$ cat src/rtl/rat_pkg.sv
package rat_pkg;
    typedef enum logic [0:0] {
        CD_IDLE = 1'b0,
        CD_RUN  = 1'b1
    } cd_state_e;
endpackage

$ cat src/rtl/rat_cfg_reg.sv
module rat_cfg_reg #(
    parameter int REG_W = 32,
    parameter int DLY_W = 16
) (
    input  logic             clk,
    input  logic             rst_n,
    input  logic             wr_en,
    input  logic [DLY_W-1:0] wr_dly,
    output logic [DLY_W-1:0] dly,
    output logic [REG_W-1:0] rdata
);
    localparam int RSV_W = REG_W - DLY_W;

    typedef struct packed {
        logic [DLY_W-1:0] dly;
    } cfg_t;

    cfg_t s_d, s_q;

    always_comb begin
        s_d = s_q;
        if (wr_en) begin
            s_d.dly = wr_dly;
        end
    end

    always_ff @(posedge clk) begin
        if (!rst_n) begin
            s_q <= '0;
        end else begin
            s_q <= s_d;
        end
    end

    assign dly   = s_q.dly;
    assign rdata = {{RSV_W{1'b0}}, s_q.dly};
endmodule

$ cat src/rtl/rat_countdown.sv
module rat_countdown
    import rat_pkg::*;
#(
    parameter int DLY_W = 16
) (
    input  logic             clk,
    input  logic             rst_n,
    input  logic             tick,
    input  logic             pkt_done,
    input  logic [DLY_W-1:0] dly,
    output logic             expire
);
    localparam logic [DLY_W-1:0] ONE = DLY_W'(1);

    typedef struct packed {
        cd_state_e        st;
        logic [DLY_W-1:0] cnt;
    } cd_t;

    cd_t  s_d, s_q;
    logic enabled;
    logic last_tick;
    logic can_arm;

    always_comb begin
        enabled   = (dly != '0);
        last_tick = (s_q.st == CD_RUN) && tick && (s_q.cnt == ONE);
        expire    = last_tick && enabled;
        can_arm   = enabled && ((s_q.st == CD_IDLE) || expire);

        s_d = s_q;
        if (s_q.st == CD_RUN) begin
            if (!enabled) begin
                // delay field cleared by software: drop the countdown silently
                s_d.st  = CD_IDLE;
                s_d.cnt = '0;
            end else if (expire) begin
                s_d.st  = CD_IDLE;
                s_d.cnt = '0;
            end else if (tick) begin
                s_d.cnt = s_q.cnt - ONE;
            end
        end
        if (pkt_done && can_arm) begin
            s_d.st  = CD_RUN;
            s_d.cnt = dly;
        end
    end

    always_ff @(posedge clk) begin
        if (!rst_n) begin
            s_q.st  <= CD_IDLE;
            s_q.cnt <= '0;
        end else begin
            s_q <= s_d;
        end
    end
endmodule

$ cat src/rtl/rat_event.sv
module rat_event (
    input  logic clk,
    input  logic rst_n,
    input  logic expire,
    input  logic irq_clr,
    output logic flush_pulse,
    output logic rx_irq
);
    typedef struct packed {
        logic flush;
        logic irq;
    } ev_t;

    ev_t s_d, s_q;

    always_comb begin
        s_d       = s_q;
        s_d.flush = expire;
        if (expire) begin
            s_d.irq = 1'b1;
        end else if (irq_clr) begin
            s_d.irq = 1'b0;
        end
    end

    always_ff @(posedge clk) begin
        if (!rst_n) begin
            s_q <= '0;
        end else begin
            s_q <= s_d;
        end
    end

    assign flush_pulse = s_q.flush;
    assign rx_irq      = s_q.irq;
endmodule

$ cat src/rtl/rx_abs_delay_timer.sv
module rx_abs_delay_timer #(
    parameter int REG_W = 32,
    parameter int DLY_W = 16
) (
    input  logic             clk,
    input  logic             rst_n,
    input  logic             cfg_wr_en,
    input  logic [REG_W-1:0] cfg_wdata,
    output logic [REG_W-1:0] cfg_rdata,
    input  logic             tick,
    input  logic             pkt_done,
    input  logic             irq_clr,
    output logic             flush_pulse,
    output logic             rx_irq
);
    logic [DLY_W-1:0] dly;
    logic             expire;

    rat_cfg_reg #(.REG_W(REG_W), .DLY_W(DLY_W)) u_cfg (
        .clk    (clk),
        .rst_n  (rst_n),
        .wr_en  (cfg_wr_en),
        .wr_dly (cfg_wdata[DLY_W-1:0]),
        .dly    (dly),
        .rdata  (cfg_rdata)
    );

    rat_countdown #(.DLY_W(DLY_W)) u_cd (
        .clk      (clk),
        .rst_n    (rst_n),
        .tick     (tick),
        .pkt_done (pkt_done),
        .dly      (dly),
        .expire   (expire)
    );

    rat_event u_ev (
        .clk         (clk),
        .rst_n       (rst_n),
        .expire      (expire),
        .irq_clr     (irq_clr),
        .flush_pulse (flush_pulse),
        .rx_irq      (rx_irq)
    );
endmodule

$ cat config.mk
export PLATFORM = sky130hd
export DESIGN_NAME = rx_abs_delay_timer
export DESIGN_NICKNAME = d
export VERILOG_FILES = /design/src/rtl/rat_pkg.sv /design/src/rtl/rat_cfg_reg.sv /design/src/rtl/rat_countdown.sv /design/src/rtl/rat_event.sv /design/src/rtl/rx_abs_delay_timer.sv
export SDC_FILE = /design/constraint.sdc
export NUM_CORES = 1
export LEC_CHECK = 0
export BUFFER_PORTS_ARGS = -buffer_cell sky130_fd_sc_hd__buf_2
export CAP_MARGIN = 30
export CORE_MARGIN = 1
export CORE_UTILIZATION = 45
export DETAILED_ROUTE_END_ITERATION = 10
export GPL_ROUTABILITY_DRIVEN = 0
export PLACE_DENSITY = 0.76
export RECOVER_POWER = 25
export SETUP_SLACK_MARGIN = 0.3
export SLEW_MARGIN = 20
export SYNTH_ARGS = -nofsm -noshare
export SYNTH_HDL_FRONTEND = slang
export SYNTH_SLANG_ARGS = --single-unit
$ cat constraint.sdc
create_clock -name clk -period 2.1 [get_ports clk]
set_input_delay 0.105 -clock clk [delete_from_list [all_inputs] [get_ports clk]]
set_output_delay 0.105 -clock clk [all_outputs]
set_load 0.01 [all_outputs]
; Yosys cells after proc, flatten, opt, wreduce, memory -nomap -nowiden
; Cells that the tools add are included.
[op_classes]
reduce_logical = 10
bitwise_logic = 1
eq_ne = 2
addsub = 1
n_mux = 8
[ops]
columns = op, n
row1 = $mux W17, 3
row2 = $mux W16, 2
row3 = $eq A16 B1 Y1 const B, 1
row4 = $reduce_bool A16 Y1, 1
row5 = $sub A16 B1 Y16 const B, 1
row6 = $logic_and A1 B1 Y1, 5
row7 = $ne A4 B3 Y1 const B, 1
row8 = $reduce_bool A2 Y1, 2
row9 = $mux W1, 3
row10 = $reduce_and A2 Y1, 1
row11 = $logic_or A1 B1 Y1, 1
row12 = $not A1 Y1, 1
[totals]
wordCells = 27
in_bits = 38
register_bits = 35
out_inout_bits = 34

; Depth between registers and ports, before layout
; Gate-level depths: netlist (run 1).
[depth]
word_depth = 8
depth_mapped = 10

; Hierarchy
; From an unflattened synthesis (run 1), not the netlist that was laid out.
[unflattened]
hier_cells = 263
area_unflattened_um2 = 2394.8
[modules_own_cells]
columns = module, cells_each, area_per_inst_um2, instances
row1 = rat_countdown, 174, 1467.7, 1
row2 = rat_cfg_reg, 84, 859.6, 1
row3 = rat_event, 5, 67.6, 1

; Worst setup path before layout (run 1)
; Ideal clock, no wire load.
[synth_path]
path_type = register -> register
from = reg u_cd.s_q[0] in the netlist's numbering
to = reg u_cd.s_q[10] in the netlist's numbering
stages_incl_launch_ff = 9
synth_period_minus_slack_ns = 2.010
setup_ns = 0.117
setup_slack_ns = 0.090
path_buffers = 2
required_ns = 1.983
arrival_time_ns = 1.893
path_cell_list = dfxtp_1 > ha_1 > or4b_4 > nor3_4 > a21bo_1 > buf_6 > buf_6 > o21ai_1 > a32o_1
[synth_via]
elab_chain_cells = 8
[synth_rtl]
columns = item, line_no
row1 = start: declaration, rat_countdown.sv:20  ; cd_t s_d, s_q;
row2 = branches (longest 8 deep; another with $sub A16 B1 Y16), --
; Parallel ways; which one is timed is not known. The select of a mux whose other input is x is not followed.
; A chain may end at the register's enable or synchronous reset.

; Final worst setup path (run 1)
[layout_path]
from = reg u_cd.s_q[1] in the netlist's numbering
to = reg u_cd.s_q[0] in the netlist's numbering
[layout_via]
elab_chain_cells = 8
[layout_rtl]
columns = item, line_no
row1 = $eq A16 B1 Y1 *, rat_countdown.sv:27  ; last_tick = (s_q.st == CD_RUN) && tick && (s_q.cnt == ONE);
row2 = $logic_and A1 B1 Y1 *, rat_countdown.sv:27
row3 = $logic_and A1 B1 Y1 *, rat_countdown.sv:28  ; expire = last_tick && enabled;
row4 = $logic_or A1 B1 Y1, rat_countdown.sv:29  ; can_arm = enabled && ((s_q.st == CD_IDLE) || expire);
row5 = $logic_and A1 B1 Y1, rat_countdown.sv:29
row6 = $logic_and A1 B1 Y1, rat_countdown.sv:44  ; if (pkt_done && can_arm) begin
row7 = $ne A4 B3 Y1 (no source line) or $reduce_bool A2 Y1 (tied branches), --
row8 = $reduce_and A2 Y1 (no source line), --
; Every way passes the cells marked *; elsewhere a longest branch is shown, timed or not. The select of a mux whose other input is x is not followed.

==> results of run 1 <==
power groups by stage:
stage | logic, W | clock network (W) | registers [W]
floorplan | 0.000397 | 0 | 0.000773
global placement | 0.000574 | 0 | 0.000766
detailed placement | 0.000586 | 0 | 0.000767
CTS | 0.000629 | 0.000497 | 0.000754
global route | 0.000750 | 0.000527 | 0.000765
finish | 0.000689 | 0.000497 | 0.000758
registers in the layout (all words and copies together), names as in the netlist:
register          flops
u_cd.s_q             17
u_cfg.dly            16
u_ev.flush_pulse      1
u_ev.rx_irq           1
final cells by class:
| cell class | instances | area (um^2) | area share |
|---|---|---|---|
| tap | 50 | 62.56 | 0.02345 |
| inverter | 4 | 15.01 | 0.005629 |
| clock inverter | 2 | 11.26 | 0.004221 |
| timing repair buffer | 77 | 499.2 | 0.1871 |
| sequential | 35 | 708.2 | 0.2655 |
| multi-input combinational | 185 | 1299 | 0.4869 |
| clock buffer | 6 | 72.57 | 0.02720 |
final timing paths:
kind | slack (ns) | endpoint
setup / recovery | 0.08 | u_cd.s_q[0]
setup reg to reg | 0.08 | u_cd.s_q[0]
hold reg to reg | 0.50 | u_ev.rx_irq
hold / removal | 0.03 | u_cfg.dly[6]
worst max-delay path, stage by stage (launching register included):
cell and delay, ns:
dfxtp_2 0.33, inv_2 0.07, ha_4 0.12, or4b_4 0.47, nor3_4 0.18, a21bo_4 0.22, a31oi_4 0.18, a221oi_2 0.28
nor2_1 0.06
synthesized netlist by cell type (all sizes together), types with 4 or more instances:
cell type   n  area, um^2
nor3        4       31.28
inv         4       15.01
mux2i      16       160.2
and3        4       25.02
nand3      11       55.05
nor4       11       68.82
a32o        8       80.08
nor2       37       143.9
o21ai      18       93.84
xnor2       4       35.03
clkbuf      8       30.03
nand2      12       45.04
a21oi       4       20.02
buf        20       165.2
dfxtp      35       700.7
logic make-up after synthesis:
group | Yosys count | synth area share
flops | 35 | 0.3483
xor+xnor | 7 | 0.03047
mux | 16 | 0.07960
compound gates | 49 | 0.1779
buf+inv | 32 | 0.1045
other cells | 1 | 0.001864
simple gates | 95 | 0.2450
fa+ha+maj | 2 | 0.01244
repair_timing:
action | CTS | global route
setup buffers | 7 | 2
hold buffers | 0 | 0
pin swaps | 10 | 7
gates resized for setup | 14 | 20
cloned | 0 | 0
endpoints found under the setup margin | 16 | 17
metal layers:
metal / track usage / vias to the layer above / share of wire
li1: - / 974 / -
met1: 0.3257 / 984 / 0.44
met2: 0.4260 / 83 / 0.48
met3: 0.04934 / 13 / 0.058
met4: 0.09694 / 0 / 0.019
met5: 0 / - / 0
through the flow:
| stage | power [W] | util | TNS, ns | instances |
|---|---|---|---|---|
| final | 0.001943 | 0.6437 | 0 | 359 |
| after global routing | 0.002041 | 0.6437 | -0.04228 | 359 |
| after CTS | 0.001881 | 0.6184 | 0 | 357 |
| after detailed placement | 0.001353 | 0.5710 | -0.06926 | 342 |
| after global placement | 0.001340 | 0.5710 | 0 | 342 |
| after floorplan | 0.001169 | - | 0 | 252 |
==> impl_metrics.yaml, run 1 <==
synth:
  async_flop_share: 0
  yosys_warnings: 0
  ys_types: 45
  synthCells: 237
  postSynthAreaPerCell_um2: 8.489
  synth_area_um2: 2012
  synth_ff_type: "dfxtp_1"
  synth_seq_cells: 35
  synth-edff-count: 0
  seq_area_frac_synth: 0.3483
sta:
  skew_ns: 0.009431
  holdWs_ns: 0.03146
  rsz0062_at_grt: "yes"
  finalSetupViolations: 0
  period_needed_ns: 2.022
  max_freq_ghz: 0.4945
  final.setup.worst_slack_ns: 0.07794
  hold_violations: 0
  slew_viol_final: 0
  fin_crit_sh: 0.9629
worst_hold_path:
  hold-path-cell-count: 3
  min_path_type: "in2reg"
  hold_start: "cfg_wdata[6]"
finish:
  final_common_cell: "buf_2"
  num-fill-cells: 360
  final_area_um2: 2668
  num_antenna_cells: 0
  nets: 348
  area_growth_pct: 32.59
  mostFrequentLayoutCells: "39 x buf_2, 34 x nor2_1, 33 x buf_4"
  drive_gt1_frac: 0.3883
die:
  die_h_um: 68.87
  dieArea_um2: 4742
  start_util: 0.4855
  die_x_um: 68.87
  io_pins: 72
  placement_rows: 23
  core-area_um2: 4144
critical_path:
  path_class: "reg2reg"
  start_kind: "register"
  crit_arrival_ns: 2.21
  critical_path.startpoint: "u_cd.s_q[1]"
  required_ns: 2.29
  reg2reg_depth: 8
  cp_max_fo: 7
  regToRegStartpoint: "u_cd.s_q[1]"
  worst_setup_path_end_kind: "register"
power_and_ir_drop:
  p_leak_nw: 1.212
  p_int_w: 0.001262
  p_seq_frac: 0.390
  pwr-share-clk: 0.256
  p_switching_w: 0.0006814
  vdd_drop_max_uv: 564.6
  powerDensity_nw_per_um2: 728.5
  p_sw_frac: 0.3507
  pwr-share-comb: 0.354
clocking:
  clk_latency_ns: 0.30
  cts_tree: "yes"
  clockBufferDepth: 2
  root_buffer: "clkbuf_8"
  clock-sinks: 35
  cts_buffers: 5
  cts_max_level: 2
  clk_pin_slew_worst_paths_ns: 0.08
placement:
  portBuffers: 39
  dp_hpwl_mm: 3.952
  place_area_um2: 2366
  pre_cts_slack_ns: -0.03251
grt:
  grt_pass1_vias: 1790
  globalRouteTotalUtil: 0.2566
  grt_first_pass_wirelength_mm: 8.776
  grt_max_degree: 19
  overflow: 0
  antenna_found_initial: 0
job:
  max_cap_violations: 0
routing:
  wl_per_cell_um: 15.77
  vias: 2054
  drc_errors: 0
  routed_wl_mm: 5.660
  viasPerCell: 5.721
  drt_first_pass_iters: 4
  ant_nets: 0
  drt_iter0_drc: 206
status:
  status: "completed"
(Power assumes the default switching activity.)
==> inputs of run 2 (changes only) <==
HOLD_SLACK_MARGIN = 0.12   (was not set)
SETUP_SLACK_MARGIN = not set   (was 0.3)
==> impl_metrics.yaml, run 2 (synthesis results as in run 1) <==
status:
  status: "completed"
routing:
  drt_iter0_drc: 151
  ant_nets: 0
  routed_wl_mm: 5.544
  vias: 2056
  wl_per_cell_um: 15.15
  drc_errors: 0
  viasPerCell: 5.617
  drt_first_pass_iters: 4
worst_hold_path:
  hold_end: "u_cd.s_q[11]"
  hold-path-cell-count: 2
  min_path_type: "in2reg"
  hold_start: "rst_n"
clocking:
  cts_max_level: 2
  clockBufferDepth: 2
  cts_tree: "yes"
  cts_buffers: 5
  root_buffer: "clkbuf_8"
  clk_latency_ns: 0.29
  clock-sinks: 35
  clk_pin_slew_worst_paths_ns: 0.07
sta:
  slew_viol_final: 0
  fin_crit_sh: 0.9901
  rsz0062_at_grt: "yes"
  finalSetupViolations: 0
  hold_violations: 0
  slew-limit-headroom: 0.6285
  skew_ns: 0.008496
  max_freq_ghz: 0.4810
  worst_pin_slew_ns: 0.5514
  period_needed_ns: 2.079
die:
  core-area_um2: 4144
  io_pins: 72
  die_h_um: 68.87
  placement_rows: 23
  dieArea_um2: 4742
  die_x_um: 68.87
  start_util: 0.4855
critical_path:
  regToRegEndpoint: "u_cd.s_q[10]"
  cp_slowest_cell: "or4b_4"
  worst_setup_path_end_kind: "register"
  start_kind: "register"
  slowest_delay_ns: 0.47
  required_ns: 2.28
  path_buf_inv: 2
  reg2reg_depth: 9
  cpLargestDelayFamily: "simple AND/OR/NAND/NOR gates"
  crit_arrival_ns: 2.26
  regToRegStartpoint: "u_cd.s_q[1]"
  critical_path.startpoint: "u_cd.s_q[1]"
  cp_max_fo: 4
  path_class: "reg2reg"
  path_cells: "inv_2, ha_4, or4b_4, nor3_4, buf_6, a21boi_4, nor2_4, a211oi_2, a32o_2"
  rrSetupSlack_ns: 0.02
grt:
  grt_max_degree: 21
  grt_pass1_vias: 1829
  globalRouteTotalUtil: 0.2540
  overflow: 0
  antenna_found_initial: 0
  grt_first_pass_wirelength_mm: 8.659
finish:
  nets: 355
  largest-register: "u_cd.s_q"
  utilization: 0.6501
  final_common_cell: "buf_2"
  final_cells: 366
  drive_gt1_frac: 0.2943
  area_growth_pct: 33.89
  largest_reg_flops: 17
  mostFrequentLayoutCells: "39 x buf_2, 35 x nor2_1, 33 x dfxtp_1"
  num_antenna_cells: 0
placement:
  dp_hpwl_mm: 3.819
  dp.cells: 339
  portBuffers: 39
power_and_ir_drop:
  powerDensity_nw_per_um2: 717.8
  p_leak_nw: 1.227
  vdd_drop_max_uv: 610.3
job:
  max_cap_violations: 0
-- run 2: changes by cell type in the layout (fill, tap and decap cells not counted), sizes merged --
cell and change:
inv -1, clkbuf +2, dlygate4sd3 +17, buf -10, clkinv -1
-- run 2: power by group --
group	internal [W]	total [W]	switching (W)	leakage [nW]
registers	0.000711	0.000752	0.0000411	0.288
clock network	0.000299	0.000545	0.000245	0.0515
logic	0.000298	0.000637	0.000340	0.888
total	0.00131	0.00193	0.000626	1.23
-- run 2: final cells by class --
cell class	count	area [um^2]
well taps	50	62.56
inverters	4	15.01
repair buffers	84	599.3
flip-flops and latches	35	703.2
clock buffers	8	100.1
multi-input cells	185	1214
fillers	321	1450
-- run 2: how the worst max path moves through the flow --
stage | to | slack (ns) | cells after the start
global route | u_cd.s_q[10] | -0.04 | 9
floorplan | u_cd.s_q[10] | 0.09 | 8
detailed placement | u_cd.s_q[10] | -0.11 | 9
global placement | u_cd.s_q[6] | -0.002 | 9
CTS | u_cd.s_q[10] | 0.03 | 9
finish | u_cd.s_q[10] | 0.02 | 9
-- run 2: timing repair --
| item | 4_1_cts | 5_1_grt |
|---|---|---|
| buffers inserted | 1 | 1 |
| resized for setup | 4 | 15 |
| pin swaps | 2 | 7 |
| hold buffers | 16 | 1 |
| setup endpoints to repair | 5 | 14 |
| hold endpoints to repair | 16 | 1 |
-- run 2: layer usage --
layer	track usage	vias up	part of all wire
li1	-	994	-
met1	0.3015	970	0.44
met2	0.4369	83	0.48
met3	0.05592	9	0.063
met4	0.1071	0	0.017
met5	0	-	0
-- run 2: per-stage QoR --
step	cell area [um^2]	TNS, ns	hold slack, ns	setup slack (ns)	power, W
floorplan	2068	0	0.2524	0.09010	0.001167
global placement	2338	-0.002523	0.3373	-0.001954	0.001326
detailed placement	2338	-0.2165	0.3454	-0.1054	0.001337
CTS	2616	0	0.1283	0.02575	0.001907
global route	2694	-0.2000	0.1912	-0.04307	0.002033
finish	2694	0	0.1825	0.02088	0.001934
==> inputs of run 3 (changes only) <==
REMOVE_ABC_BUFFERS = 1   (was not set)
==> impl_metrics.yaml, run 3 (synthesis results as in run 1) <==
status:
  status: "completed"
routing:
  ant_nets: 0
  routed_wl_mm: 5.452
  drt_first_pass_iters: 4
  vias: 2038
  wl_per_cell_um: 15.02
  drc_errors: 0
  drt_iter0_drc: 168
  viasPerCell: 5.614
clocking:
  clockBufferDepth: 2
  cts_buffers: 5
  root_buffer: "clkbuf_8"
  clock-sinks: 35
  cts_tree: "yes"
  clk_pin_slew_worst_paths_ns: 0.07
  cts_max_level: 2
  clk_latency_ns: 0.29
worst_hold_path:
  hold-path-cell-count: 3
  min_path_type: "in2reg"
  hold_end: "u_cd.s_q[16]"
  hold_start: "pkt_done"
grt:
  globalRouteTotalUtil: 0.2550
  overflow: 0
  grt_max_degree: 19
  grt_first_pass_wirelength_mm: 8.811
  antenna_found_initial: 0
  grt_pass1_vias: 1898
critical_path:
  cp_slowest_cell: "or4b_4"
  required_ns: 2.28
  crit_arrival_ns: 2.21
  start_kind: "register"
  rrSetupSlack_ns: 0.07
  path_class: "reg2reg"
  reg2reg_depth: 8
  cp_max_fo: 7
  regToRegStartpoint: "u_cd.s_q[1]"
  path_cells: "inv_2, ha_4, or4b_4, nor3_4, a21bo_4, a31oi_4, a221oi_2, nor2_1"
  regToRegEndpoint: "u_cd.s_q[0]"
  slowest_delay_ns: 0.47
  worst_setup_path_end_kind: "register"
finish:
  mostFrequentLayoutCells: "38 x buf_2, 35 x nor2_1, 33 x dfxtp_1"
  final_area_um2: 2640
  drive_gt1_frac: 0.2748
  final_common_cell: "buf_2"
  largest_reg_flops: 17
  area_growth_pct: 31.22
  num_antenna_cells: 0
  final_cells: 363
  largest-register: "u_cd.s_q"
  num-fill-cells: 353
  nets: 353
sta:
  holdWs_ns: 0.2780
  finalSetupViolations: 0
  slew-limit-headroom: 0.5666
  max_freq_ghz: 0.4927
  skew_ns: 0.005833
  fin_crit_sh: 0.9664
  worst_pin_slew_ns: 0.6433
  rsz0062_at_grt: "yes"
  period_needed_ns: 2.029
  hold_violations: 0
  slew_viol_final: 0
power_and_ir_drop:
  vdd_drop_max_uv: 550.9
  p_seq_frac: 0.404
  pwr-share-comb: 0.335
  p_leak_nw: 1.193
  p_sw_frac: 0.3273
  powerDensity_nw_per_um2: 708.0
  p_switching_w: 0.0006117
  pwr-share-clk: 0.261
  p_int_w: 0.001257
placement:
  dp.cells: 338
  place_area_um2: 2318
  portBuffers: 39
  dp_hpwl_mm: 3.697
die:
  io_pins: 72
  die_h_um: 68.87
  die_x_um: 68.87
  placement_rows: 23
  dieArea_um2: 4742
  start_util: 0.4855
  core-area_um2: 4144
job:
  max_cap_violations: 0
==> run 3: power by group through the flow <==
stage	clock (W)	sequential [W]	combinational [W]
global placement	0	0.000764	0.000556
CTS	0.000499	0.000751	0.000599
detailed placement	0	0.000766	0.000566
floorplan	0	0.000776	0.000339
global route	0.000537	0.000760	0.000686
finish	0.000488	0.000754	0.000626
==> run 3: through the flow <==
step | setup slack (ns) | TNS, ns | util | power [W]
6_report | 0.07054 | 0 | 0.6371 | 0.001869
5_1_grt | -0.03432 | -0.09001 | 0.6371 | 0.001983
4_1_cts | 0.001564 | 0 | 0.6244 | 0.001849
3_5_place_dp | -0.07631 | -0.4299 | 0.5595 | 0.001332
3_3_place_gp | -0.01880 | -0.05284 | 0.5595 | 0.001320
2_1_floorplan | -0.2261 | -2.297 | - | 0.001115
==> run 3: final cells by class <==
type | instances | area, um^2 | area share
well taps | 50 | 62.56 | 0.02370
clock inverters | 1 | 5.005 | 0.001896
clock buffers | 6 | 82.58 | 0.03128
inverters | 4 | 15.01 | 0.005687
repair buffers | 82 | 579.3 | 0.2194
flip-flops and latches | 35 | 703.2 | 0.2664
multi-input cells | 185 | 1192 | 0.4517
==> run 3: timing repair <==
| item | in CTS | in global routing |
|---|---|---|
| pin swaps | 0 | 4 |
| resized for setup | 3 | 12 |
| hold buffers | 17 | 0 |
| setup buffers | 0 | 1 |
| endpoints found under the setup margin | 11 | 14 |
| endpoints found under the hold margin | 17 | 0 |
==> run 3: worst max path at each step <==
stage	from	endpoint	slack, ns	cells past startpoint
6_report	u_cd.s_q[1]	u_cd.s_q[0]	0.07	8
5_1_grt	u_cd.s_q[1]	u_cd.s_q[11]	-0.03	9
4_1_cts	u_cd.s_q[1]	u_cd.s_q[10]	0.002	8
3_5_place_dp	u_cd.s_q[1]	u_cd.s_q[13]	-0.08	9
3_3_place_gp	u_cd.s_q[1]	u_cd.s_q[10]	-0.02	8
2_1_floorplan	u_cd.s_q[0]	u_cd.s_q[0]	-0.23	7
==> run 3: critical path, delay by kind of cell, from the launching register on <==
kind	cells	cell delay (ns)
fa+ha+maj	1	0.13
compound gates	3	0.67
simple gates	3	0.73
buf+inv	1	0.07
flops	1	0.32
==> run 3: routing by layer <==
layer  vias to the layer above  wire, um  share of wire  GRT usage
li1                        984         -              -          -
met1                       942      2292           0.42     0.3134
met2                       100      2657           0.49     0.4308
met3                        12       410          0.075    0.05592
met4                         0        91          0.017    0.09694
met5                         -         0              0          0
